<file path="src/rtl/pin_lock_pkg.sv">
package pin_lock_pkg;
   // function-field codes for the configurable pin
   typedef enum logic [1:0] {
      FN_PLAIN = 2'b00,
      FN_WLOCK = 2'b01,
      FN_ALT_A = 2'b10,
      FN_ALT_B = 2'b11
   } pin_func_e;

   localparam int unsigned FN_W = 2;
endpackage

</file>
<file path="src/rtl/pin_lock_sync.sv">
module pin_lock_sync #(
   parameter int unsigned STAGES = 2
) (
   input  logic clk,
   input  logic rst,
   input  logic d,
   output logic q
);
   if (STAGES < 2) begin : g_bad_stages
      $error("pin_lock_sync: STAGES must be at least 2");
   end

   logic [STAGES-1:0] chain;

   for (genvar i = 0; i < STAGES; i++) begin : g_stage
      if (i == 0) begin : g_first
         always_ff @(posedge clk or posedge rst) begin
            if (rst) chain[0] <= 1'b0;
            else     chain[0] <= d;
         end
      end else begin : g_next
         always_ff @(posedge clk or posedge rst) begin
            if (rst) chain[i] <= 1'b0;
            else     chain[i] <= chain[i-1];
         end
      end
   end

   assign q = chain[STAGES-1];
endmodule

</file>
<file path="src/rtl/pin_lock_cfg.sv">
module pin_lock_cfg
   import pin_lock_pkg::*;
#(
   parameter int unsigned DATA_W  = 8,
   parameter int unsigned SEL_LSB = 2
) (
   input  logic              clk,
   input  logic              rst,
   input  logic              wr,
   input  logic [DATA_W-1:0] wdata,
   output logic [DATA_W-1:0] q,
   output logic              armed
);
   localparam int unsigned SEL_MSB = SEL_LSB + FN_W - 1;

   if (SEL_MSB >= DATA_W) begin : g_bad_field
      $error("pin_lock_cfg: function field does not fit in DATA_W");
   end

   logic [DATA_W-1:0] nxt;

   assign armed = (q[SEL_MSB:SEL_LSB] == FN_WLOCK);

   always_comb begin
      nxt = wdata;
      if (armed) nxt[SEL_MSB:SEL_LSB] = FN_WLOCK;
   end

   always_ff @(posedge clk or posedge rst) begin
      if (rst)     q <= '0;
      else if (wr) q <= nxt;
   end

   AST_LOCK_STICKY: assert property (@(posedge clk) disable iff (rst)
      armed |=> (q[SEL_MSB:SEL_LSB] == FN_WLOCK));

   AST_FREE_BITS: assert property (@(posedge clk) disable iff (rst)
      (wr && !armed) |=> (q == $past(wdata)));
endmodule

</file>
<file path="src/rtl/pin_lock_dis.sv">
module pin_lock_dis #(
   parameter int unsigned DATA_W = 8
) (
   input  logic              clk,
   input  logic              rst,
   input  logic              wr,
   input  logic              block,
   input  logic [DATA_W-1:0] wdata,
   output logic [DATA_W-1:0] q
);
   always_ff @(posedge clk or posedge rst) begin
      if (rst)                q <= '0;
      else if (wr && !block)  q <= wdata;
   end

   AST_DIS_FROZEN: assert property (@(posedge clk) disable iff (rst)
      block |=> $stable(q));

   AST_DIS_TAKES: assert property (@(posedge clk) disable iff (rst)
      (wr && !block) |=> (q == $past(wdata)));
endmodule

</file>
<file path="src/rtl/pin_lock_regs.sv">
module pin_lock_regs
   import pin_lock_pkg::*;
#(
   parameter int unsigned    DATA_W      = 8,
   parameter int unsigned    ADDR_W      = 8,
   parameter int unsigned    SEL_LSB     = 2,
   parameter int unsigned    SYNC_STAGES = 2,
   parameter logic [ADDR_W-1:0] CFG_OFFSET = 8'h10,
   parameter logic [ADDR_W-1:0] DIS_OFFSET = 8'h22
) (
   input  logic              clk,
   input  logic              rst_vcc_por,
   input  logic              rst_vtr_por,
   input  logic              rst_hard,
   input  logic [ADDR_W-1:0] addr,
   input  logic [DATA_W-1:0] wdata,
   input  logic              wr_en,
   input  logic              rd_en,
   input  logic              lock_pin,
   output logic [DATA_W-1:0] rdata
);
   if (CFG_OFFSET == DIS_OFFSET) begin : g_bad_map
      $error("pin_lock_regs: register offsets collide");
   end

   logic              rst_any;
   logic              pin_s;
   logic              armed;
   logic              hit_cfg, hit_dis;
   logic              dis_block;
   logic [DATA_W-1:0] cfg_q, dis_q;
   logic [DATA_W-1:0] rd_mux;

   assign rst_any   = rst_vcc_por | rst_vtr_por | rst_hard;
   assign hit_cfg   = (addr == CFG_OFFSET);
   assign hit_dis   = (addr == DIS_OFFSET);
   assign dis_block = armed & pin_s;

   pin_lock_sync #(.STAGES(SYNC_STAGES)) u_sync (
      .clk (clk),
      .rst (rst_any),
      .d   (lock_pin),
      .q   (pin_s)
   );

   pin_lock_cfg #(.DATA_W(DATA_W), .SEL_LSB(SEL_LSB)) u_cfg (
      .clk   (clk),
      .rst   (rst_any),
      .wr    (wr_en & hit_cfg),
      .wdata (wdata),
      .q     (cfg_q),
      .armed (armed)
   );

   pin_lock_dis #(.DATA_W(DATA_W)) u_dis (
      .clk   (clk),
      .rst   (rst_any),
      .wr    (wr_en & hit_dis),
      .block (dis_block),
      .wdata (wdata),
      .q     (dis_q)
   );

   always_comb begin
      rd_mux = '0;
      if (hit_cfg)      rd_mux = cfg_q;
      else if (hit_dis) rd_mux = dis_q;
   end

   always_ff @(posedge clk or posedge rst_any) begin
      if (rst_any)    rdata <= '0;
      else if (rd_en) rdata <= rd_mux;
   end

   AST_READ_DIS: assert property (@(posedge clk) disable iff (rst_any)
      (rd_en && hit_dis) |=> (rdata == $past(dis_q)));

   AST_UNARMED_WRITE: assert property (@(posedge clk) disable iff (rst_any)
      (wr_en && hit_dis && !armed) |=> (dis_q == $past(wdata)));

   AST_STRAY_WRITE: assert property (@(posedge clk) disable iff (rst_any)
      (wr_en && !hit_cfg && !hit_dis) |=> ($stable(cfg_q) && $stable(dis_q)));
endmodule

</file>
<file path="config.mk">
export PLATFORM = sky130hd
export DESIGN_NAME = pin_lock_regs
export DESIGN_NICKNAME = d
export VERILOG_FILES = /design/src/rtl/pin_lock_pkg.sv /design/src/rtl/pin_lock_sync.sv /design/src/rtl/pin_lock_cfg.sv /design/src/rtl/pin_lock_dis.sv /design/src/rtl/pin_lock_regs.sv
export SDC_FILE = /design/constraint.sdc
export NUM_CORES = 1
export LEC_CHECK = 0
export ABC_CLOCK_PERIOD_IN_PS = 3250
export BUFFER_PORTS_ARGS = -buffer_cell sky130_fd_sc_hd__buf_2
export CELL_PAD_IN_SITES_DETAIL_PLACEMENT = 0
export CELL_PAD_IN_SITES_GLOBAL_PLACEMENT = 1
export CORE_ASPECT_RATIO = 1.1
export CORE_MARGIN = 5
export CORE_UTILIZATION = 39
export DETAILED_ROUTE_END_ITERATION = 7
export GPL_TIMING_DRIVEN = 0
export PLACE_DENSITY = 0.77
export SYNTH_ARGS = -nofsm -noshare
export SYNTH_HDL_FRONTEND = slang
export SYNTH_SLANG_ARGS = --single-unit
export TNS_END_PERCENT = 100
</file>
<file path="constraint.sdc">
create_clock -name clk -period 3.25 [get_ports clk]
set_clock_uncertainty 0.15 [all_clocks]
set_input_delay 0 -clock clk [delete_from_list [all_inputs] [get_ports clk]]
set_output_delay 0 -clock clk [all_outputs]
set_load 0.005 [all_outputs]
</file>
==> flow_summary_export.csv, run 1 <==
group,metric,value,unit
setup_path,cpPeakStageDelay,620,ps
clock_network,clock-root-buffer,"clkbuf_4",
logic_synthesis,postSynthCellCount,81,
setup_path,cp_cell_sequence,"dlygate4sd3_1 -> buf_2 -> nor4_4 -> dlygate4sd3_1 -> nand4_1 -> o2bb2ai_1 -> dlygate4sd3_1",
power,peakVddDrop,234,uV
clock_network,post_cts_buffers,0,
logic_synthesis,ys_types,19,
setup_path,crit_top_cell,"dlygate4sd3_1",
logic_synthesis,ys_ff_latch,26,
placement,gp_congestion,0.723,
placement,placed_cell_area,1310,sq um
sta,fmax,0.431,GHz
floorplan,die_area,3970,sq um
power,power.leakage,0.736,nW
logic_synthesis,synth_compound_area_share,11.7,%
setup_path,path_buf_inv,4,
setup_path,r2r_cells,3,
cells_and_area,final_nets,157,
routing,firstDrtPassIters,4,
sta,setup_ws,927,ps
sta,final_hold_viol_count,0,
logic_synthesis,synth_fa_ha_area_share,0,%
min_path,hold_depth,4,
sta,drv_slew,0,
setup_path,slowest_stage,"dlygate4sd3_1",
floorplan,initial_core_util,40.1,%
global_routing,grt_first_pass_wirelength,3770,microns
routing,drt-total-wl,2160,microns
global_routing,grt_max_degree,14,
clock_network,tritoncts,"yes",
logic_synthesis,postSynthAreaPerCell,13.5,sq um
clock_network,cts.path.max_buffers,2,
clock_network,htree_levels,1,
placement,post-place-ws,1770,ps
cells_and_area,diodes,0,
setup_path,cp.depth,7,
routing,viasPerCell,4.93,
clock_network,cts.clk_slew.worst_paths,130,ps
logic_synthesis,synthMuxAreaShare,14.4,%
routing,ant_nets,0,
global_routing,antenna_found_initial,0,
logic_synthesis,synth-simple-area-share,10.2,%
sta,setup_viol,0,
sta,rsz0062_at_grt,"no",
sta,post-route-period-util,71.5,%
floorplan,die_h,65.6,microns
routing,drc,0,
placement,portBuffers,29,
floorplan,die_x,60.5,microns
sta,fin_crit,2320,ps
logic_synthesis,synth_xor_area_share,0,%
power,powerDensity,350,nW/um^2
outcome,status,"complete, no violations",
routing,drtIter0Drc,4,
clock_network,cts.repair.resized,0,
setup_path,crit_type,"in -> reg",
setup_path,critPathCaptureType,"flip-flop",
cells_and_area,layout-drive-gt1-share,40.9,%
clock_network,cts-buffers-inserted,3,
setup_path,worstPathMaxFanout,5,
sta,slew_headroom,72.1,%
setup_path,required,3300,ps
global_routing,grt_pass1_vias,834,
clock_network,clock_sinks,26,
floorplan,ios,31,
setup_path,cp_top_family,"buffers and inverters",
sta,worstMarginPinSlew,418,ps
logic_synthesis,synth_nets,104,
routing,vias,814,
logic_synthesis,yosysSeqAreaShare,59.4,%
floorplan,rows,20,
logic_synthesis,ys.warnings.count,0,
run,cap_viol_max_count,0,
clock_network,clock_latency,310,ps
cells_and_area,fin_area,1510,sq um
global_routing,grtUsageTotal,12.3,%
global_routing,overflow,0,
routing,wl_per_cell,13.1,microns
floorplan,core_area,2730,sq um
clock_network,postCtsHoldBufs,17,
setup_path,arrival,2370,ps
cells_and_area,fill_cells,248,
min_path,min_path_type,"in -> reg",
logic_synthesis,syn-cell-area,1090,sq um
cells_and_area,final_common_cell,"buf_2",
placement,hpwlAfterDp,1640,microns
setup_path,cp-start-kind,"input pin",
cells_and_area,area_delta_synth_final,37.5,%
cells_and_area,final_cell_mix,"31 x buf_2, 26 x dfrtp_1, 17 x dlygate4sd3_1",
logic_synthesis,synth_top_family_by_area,"multiplexers",
==> power breakdown <==
part | total (W) | internal [W] | switching [W]
clock | 0.000127 | 0.0000432 | 0.0000838
combinational | 0.0000592 | 0.0000354 | 0.0000238
sequential | 0.000340 | 0.000335 | 0.00000576
total | 0.000527 | 0.000413 | 0.000113
==> final cells by class <==
| class | count | area, sq um | area share (%) |
|---|---|---|---|
| Sequential cell | 26 | 651 | 43.2 |
| Multi-Input combinational cell | 43 | 402 | 26.7 |
| Timing Repair Buffer | 48 | 342 | 22.7 |
| Tap cell | 33 | 41.3 | 2.74 |
| Inverter | 9 | 33.8 | 2.24 |
| Clock buffer | 3 | 22.5 | 1.50 |
| Buffer | 3 | 13.8 | 0.914 |
==> Yosys cell counts <==
master | count | area share (%)
buf_2 | 2 | 0.91
o22a_1 | 1 | 0.80
and4b_1 | 1 | 0.91
o22ai_1 | 8 | 4.6
a22oi_1 | 8 | 5.5
and3b_1 | 1 | 0.80
mux2_2 | 14 | 14
dfrtp_1 | 26 | 59
nor3b_1 | 1 | 0.69
nand4_4 | 1 | 1.9
nor4_4 | 1 | 1.9
nand4_1 | 1 | 0.57
nand3b_1 | 2 | 1.4
buf_1 | 1 | 0.34
nor2b_1 | 1 | 0.57
inv_1 | 9 | 3.1
o2bb2ai_1 | 1 | 0.80
nor3_1 | 1 | 0.46
nand3_2 | 1 | 0.91
==> cell families (layout without fill, tap and decap cells) <==
group,Yosys count,in the layout
AO/OA/AOI/OAI,18,18
multiplexers,14,14
AND/OR/NAND/NOR,11,11
flip-flops,26,26
buffers and inverters,12,63
==> worst reg2reg max path, cell delays in order (launching register included) <==
cell,delay [ps]
dfrtp_1,410
nand4_1,100
o2bb2ai_1,140
dlygate4sd3_1,550
==> final timing paths <==
path | startpoint | slack, ps | to
worst min-delay path | addr[3] | 10 | u_dis.q[7]$_DFFE_PP0P_
worst max-delay path | addr[2] | 930 | u_cfg.q[2]$_DFFE_PP0P_
worst min register to register | u_sync.chain[0]$_DFF_PP0_ | 210 | u_sync.q$_DFF_PP0_
max in group asynchronous | rst_vcc_por | 2040 | rdata[2]$_DFFE_PP0P_
worst max register to register | u_cfg.q[3]$_DFFE_PP0P_ | 1800 | u_cfg.q[2]$_DFFE_PP0P_
min in group asynchronous | rst_vtr_por | 150 | u_dis.q[6]$_DFFE_PP0P_
==> stage by stage <==
| stage | power [W] | instances | util (%) | hold slack (ps) | TNS (ps) |
|---|---|---|---|---|---|
| 6_report | 0.000527 | 165 | 55.2 | 12.5 | 0 |
| 2_1_floorplan | 0.000368 | 81 | - | -119 | 0 |
| 4_1_cts | 0.000536 | 165 | 55.2 | 6.55 | 0 |
| 5_1_grt | 0.000555 | 165 | 55.2 | 4.81 | 0 |
| 3_5_place_dp | 0.000392 | 145 | 48.1 | -40.1 | 0 |
| 3_3_place_gp | 0.000387 | 143 | 47.0 | -38.6 | -5070 |
==> state kept, by name, indices dropped and copies added (netlist names) <==
| signal | cells |
|---|---|
| rdata | 8 |
| u_cfg.q | 8 |
| u_dis.q | 8 |
| u_sync.chain | 1 |
| u_sync.q | 1 |
==> per-layer routing <==
layer	GRT usage, %	wire [microns]	vias up
met4	2.44	0	0
li1	-	-	404
met5	0	0	-
met2	20.8	1140	13
met3	1.77	86	0
met1	16.6	941	397
No activity file was read; power rests on OpenSTA's default activity.
==> inputs of run 2 (changes only) <==
--- a/config.mk
+++ b/config.mk
@@ -5,7 +5,7 @@
 export SDC_FILE = /design/constraint.sdc
 export NUM_CORES = 1
 export LEC_CHECK = 0
-export ABC_CLOCK_PERIOD_IN_PS = 3250
+export ABC_CLOCK_PERIOD_IN_PS = 2200
 export BUFFER_PORTS_ARGS = -buffer_cell sky130_fd_sc_hd__buf_2
 export CELL_PAD_IN_SITES_DETAIL_PLACEMENT = 0
 export CELL_PAD_IN_SITES_GLOBAL_PLACEMENT = 1
==> constraint.sdc (replaced) <==
create_clock -name clk -period 2.2 [get_ports clk]
set_clock_uncertainty 0.15 [all_clocks]
set_input_delay 0 -clock clk [delete_from_list [all_inputs] [get_ports clk]]
set_output_delay 0 -clock clk [all_outputs]
set_load 0.005 [all_outputs]
==> run 2 against run 1 <==
  * Utilization up 4.0 points
  * Setup slack worse by 810 ps
  * Largest cell class unchanged
  * Largest power group unchanged
  * Final cell count up 5.5%
  * Highest routed layer is now met4
  * Hold slack better by 5.6 ps
  * Via count up 3.2%
==> flow_summary_export.csv, run 2 (synthesized netlist as in run 1, its figures left out) <==
group,metric,value,unit
clock_network,cts.clk_slew.worst_paths,140,ps
sta,final_hold_viol_count,0,
cells_and_area,layout-drive-gt1-share,39.7,%
clock_network,cts.repair.resized,0,
outcome,status,"complete, no violations",
routing,vias,840,
power,p_sw_share,20.4,%
sta,final.setup.tns,0,ps
global_routing,overflow,0,
cells_and_area,diodes,0,
clock_network,clock_sinks,26,
setup_path,crit_end,"u_dis.q[3]$_DFFE_PP0P_",
power,p_seq_share,54.4,%
floorplan,initial_core_util,40.1,%
routing,drc,0,
setup_path,worstPathMaxFanout,7,
routing,viasPerCell,4.83,
run,cap_viol_max_count,0,
setup_path,crit_type,"reg -> reg",
floorplan,rows,20,
power,p_clk_share,35.1,%
power,power.leakage,0.786,nW
power,p_comb_share,10.4,%
cells_and_area,reg_top3,"rdata x8, u_cfg.q x8, u_dis.q x8",
setup_path,r2r-end,"u_dis.q[3]$_DFFE_PP0P_",
placement,placed_cell_area,1310,sq um
global_routing,antenna_found_initial,0,
clock_network,clock_latency,320,ps
cells_and_area,final_core_util,59.2,%
routing,wl_per_cell,14.1,microns
setup_path,critPathCaptureType,"flip-flop",
power,p_int,0.000736,W
clock_network,cts-buffers-inserted,3,
setup_path,reg2reg_from,"u_cfg.q[3]$_DFFE_PP0P_",
min_path,min_path_type,"in -> reg",
cells_and_area,multi_input_area,408,sq um
cells_and_area,fin_area,1620,sq um
sta,setup_viol,0,
placement,gp_congestion,0.699,
setup_path,slowest_stage,"dlygate4sd3_1",
clock_network,cts.path.max_buffers,2,
placement,portBuffers,29,
clock_network,clock-root-buffer,"clkbuf_4",
global_routing,grt_max_degree,16,
floorplan,die_area,3970,sq um
cells_and_area,seqCellArea,651,sq um
cells_and_area,final_cell_mix,"31 x buf_2, 26 x dfrtp_1, 24 x dlygate4sd3_1",
setup_path,cpPeakStageDelay,640,ps
routing,firstDrtPassIters,4,
setup_path,r2r_cells,4,
clock_network,htree_levels,1,
sta,fin_crit,2080,ps
cells_and_area,final_common_cell,"buf_2",
routing,ant_nets,0,
global_routing,grt_pass1_vias,877,
cells_and_area,fill_cells,239,
sta,rsz0062_at_grt,"no",
setup_path,required,2270,ps
power,peakVddDrop,371,uV
setup_path,cp_cell_sequence,"nand3b_1 -> nand4_4 -> dlygate4sd3_1 -> mux2_2",
floorplan,core_area,2730,sq um
power,powerDensity,573,nW/um^2
setup_path,rrSetupSlack,120,ps
floorplan,die_x,60.5,microns
setup_path,crit_path_start,"u_cfg.q[3]$_DFFE_PP0P_",
floorplan,ios,31,
global_routing,grt_first_pass_wirelength,4080,microns
setup_path,cp-start-kind,"flip-flop",
cells_and_area,final_nets,165,
sta,drv_slew,0,
placement,hpwlAfterDp,1580,microns
cells_and_area,area_delta_synth_final,47.5,%
clock_network,tritoncts,"yes",
setup_path,arrival,2150,ps
routing,drt-total-wl,2450,microns
power,switchingPower,0.000189,W
sta,slew_headroom,63.2,%
global_routing,grtUsageTotal,14.0,%
sta,fmax,0.480,GHz
sta,post-route-period-util,94.6,%
floorplan,die_h,65.6,microns
sta,worstMarginPinSlew,550,ps
routing,drtIter0Drc,7,
run 2: cell types whose count changed in the layout (fill, tap and decap cells not counted), sizes merged:
cell	before	now
dlygate4sd3	17	24
bufinv	0	1
buf	34	35
run 2: layout make-up:
class | instances | area share, %
flip-flops and latches | 26 | 40.3
clock buffers | 3 | 1.39
inverters | 9 | 2.09
clock inverters | 1 | 1.86
multi-input cells | 43 | 25.3
repair buffers | 56 | 25.7
plain buffers | 3 | 0.852
well taps | 33 | 2.56
run 2: worst min path at each step:
| stage | slack, ps | cells after the start | to | start |
|---|---|---|---|---|
| floorplan | -120 | 0 | u_sync.chain[0]$_DFF_PP0_ | lock_pin |
| global placement | -40 | 1 | u_sync.chain[0]$_DFF_PP0_ | lock_pin |
| detailed placement | -40 | 1 | u_sync.chain[0]$_DFF_PP0_ | lock_pin |
| CTS | 20 | 3 | rdata[7]$_DFFE_PP0P_ | addr[0] |
| global route | 20 | 3 | rdata[0]$_DFFE_PP0P_ | addr[0] |
| finish | 20 | 3 | rdata[0]$_DFFE_PP0P_ | addr[0] |
run 2: worst max-delay path: cells and delay by family (launching register included):
family,cells,cell delay [ps]
AND/OR/NAND/NOR,2,410
buffers and inverters,1,640
multiplexers,1,350
flip-flops,1,440
run 2: power groups by stage:
stage	Combinational [W]	Clock, W	Sequential [W]
6_report	0.0000963	0.000325	0.000504
2_1_floorplan	0.0000337	0	0.000510
4_1_cts	0.0000946	0.000335	0.000503
3_3_place_gp	0.0000612	0	0.000511
5_1_grt	0.000106	0.000357	0.000505
3_5_place_dp	0.0000675	0	0.000512
run 2: per-stage QoR:
| step | hold slack, ps | std cells | total power [W] | worst slack (ps) |
|---|---|---|---|---|
| floorplan | -119 | 81 | 0.000543 | 730 |
| global placement | -39.7 | 143 | 0.000572 | 171 |
| detailed placement | -40.3 | 144 | 0.000580 | 712 |
| CTS | 18.5 | 172 | 0.000933 | 62.2 |
| global route | 23.4 | 174 | 0.000969 | 88.7 |
| finish | 18.1 | 174 | 0.000925 | 118 |
run 2: timing repair:
item,4_1_cts,5_1_grt
hold buffers,24,0
setup endpoints to repair,0,2
hold endpoints to repair,37,0
buffers inserted,0,2
run 2: metal layers:
layer | part of all wire (%) | routed length [microns] | track usage [%]
met1 | 43 | 1060 | 17.8
met2 | 52 | 1270 | 23.8
met5 | 0 | 0 | 0
met4 | 0.69 | 17 | 4.88
met3 | 4.2 | 104 | 2.36
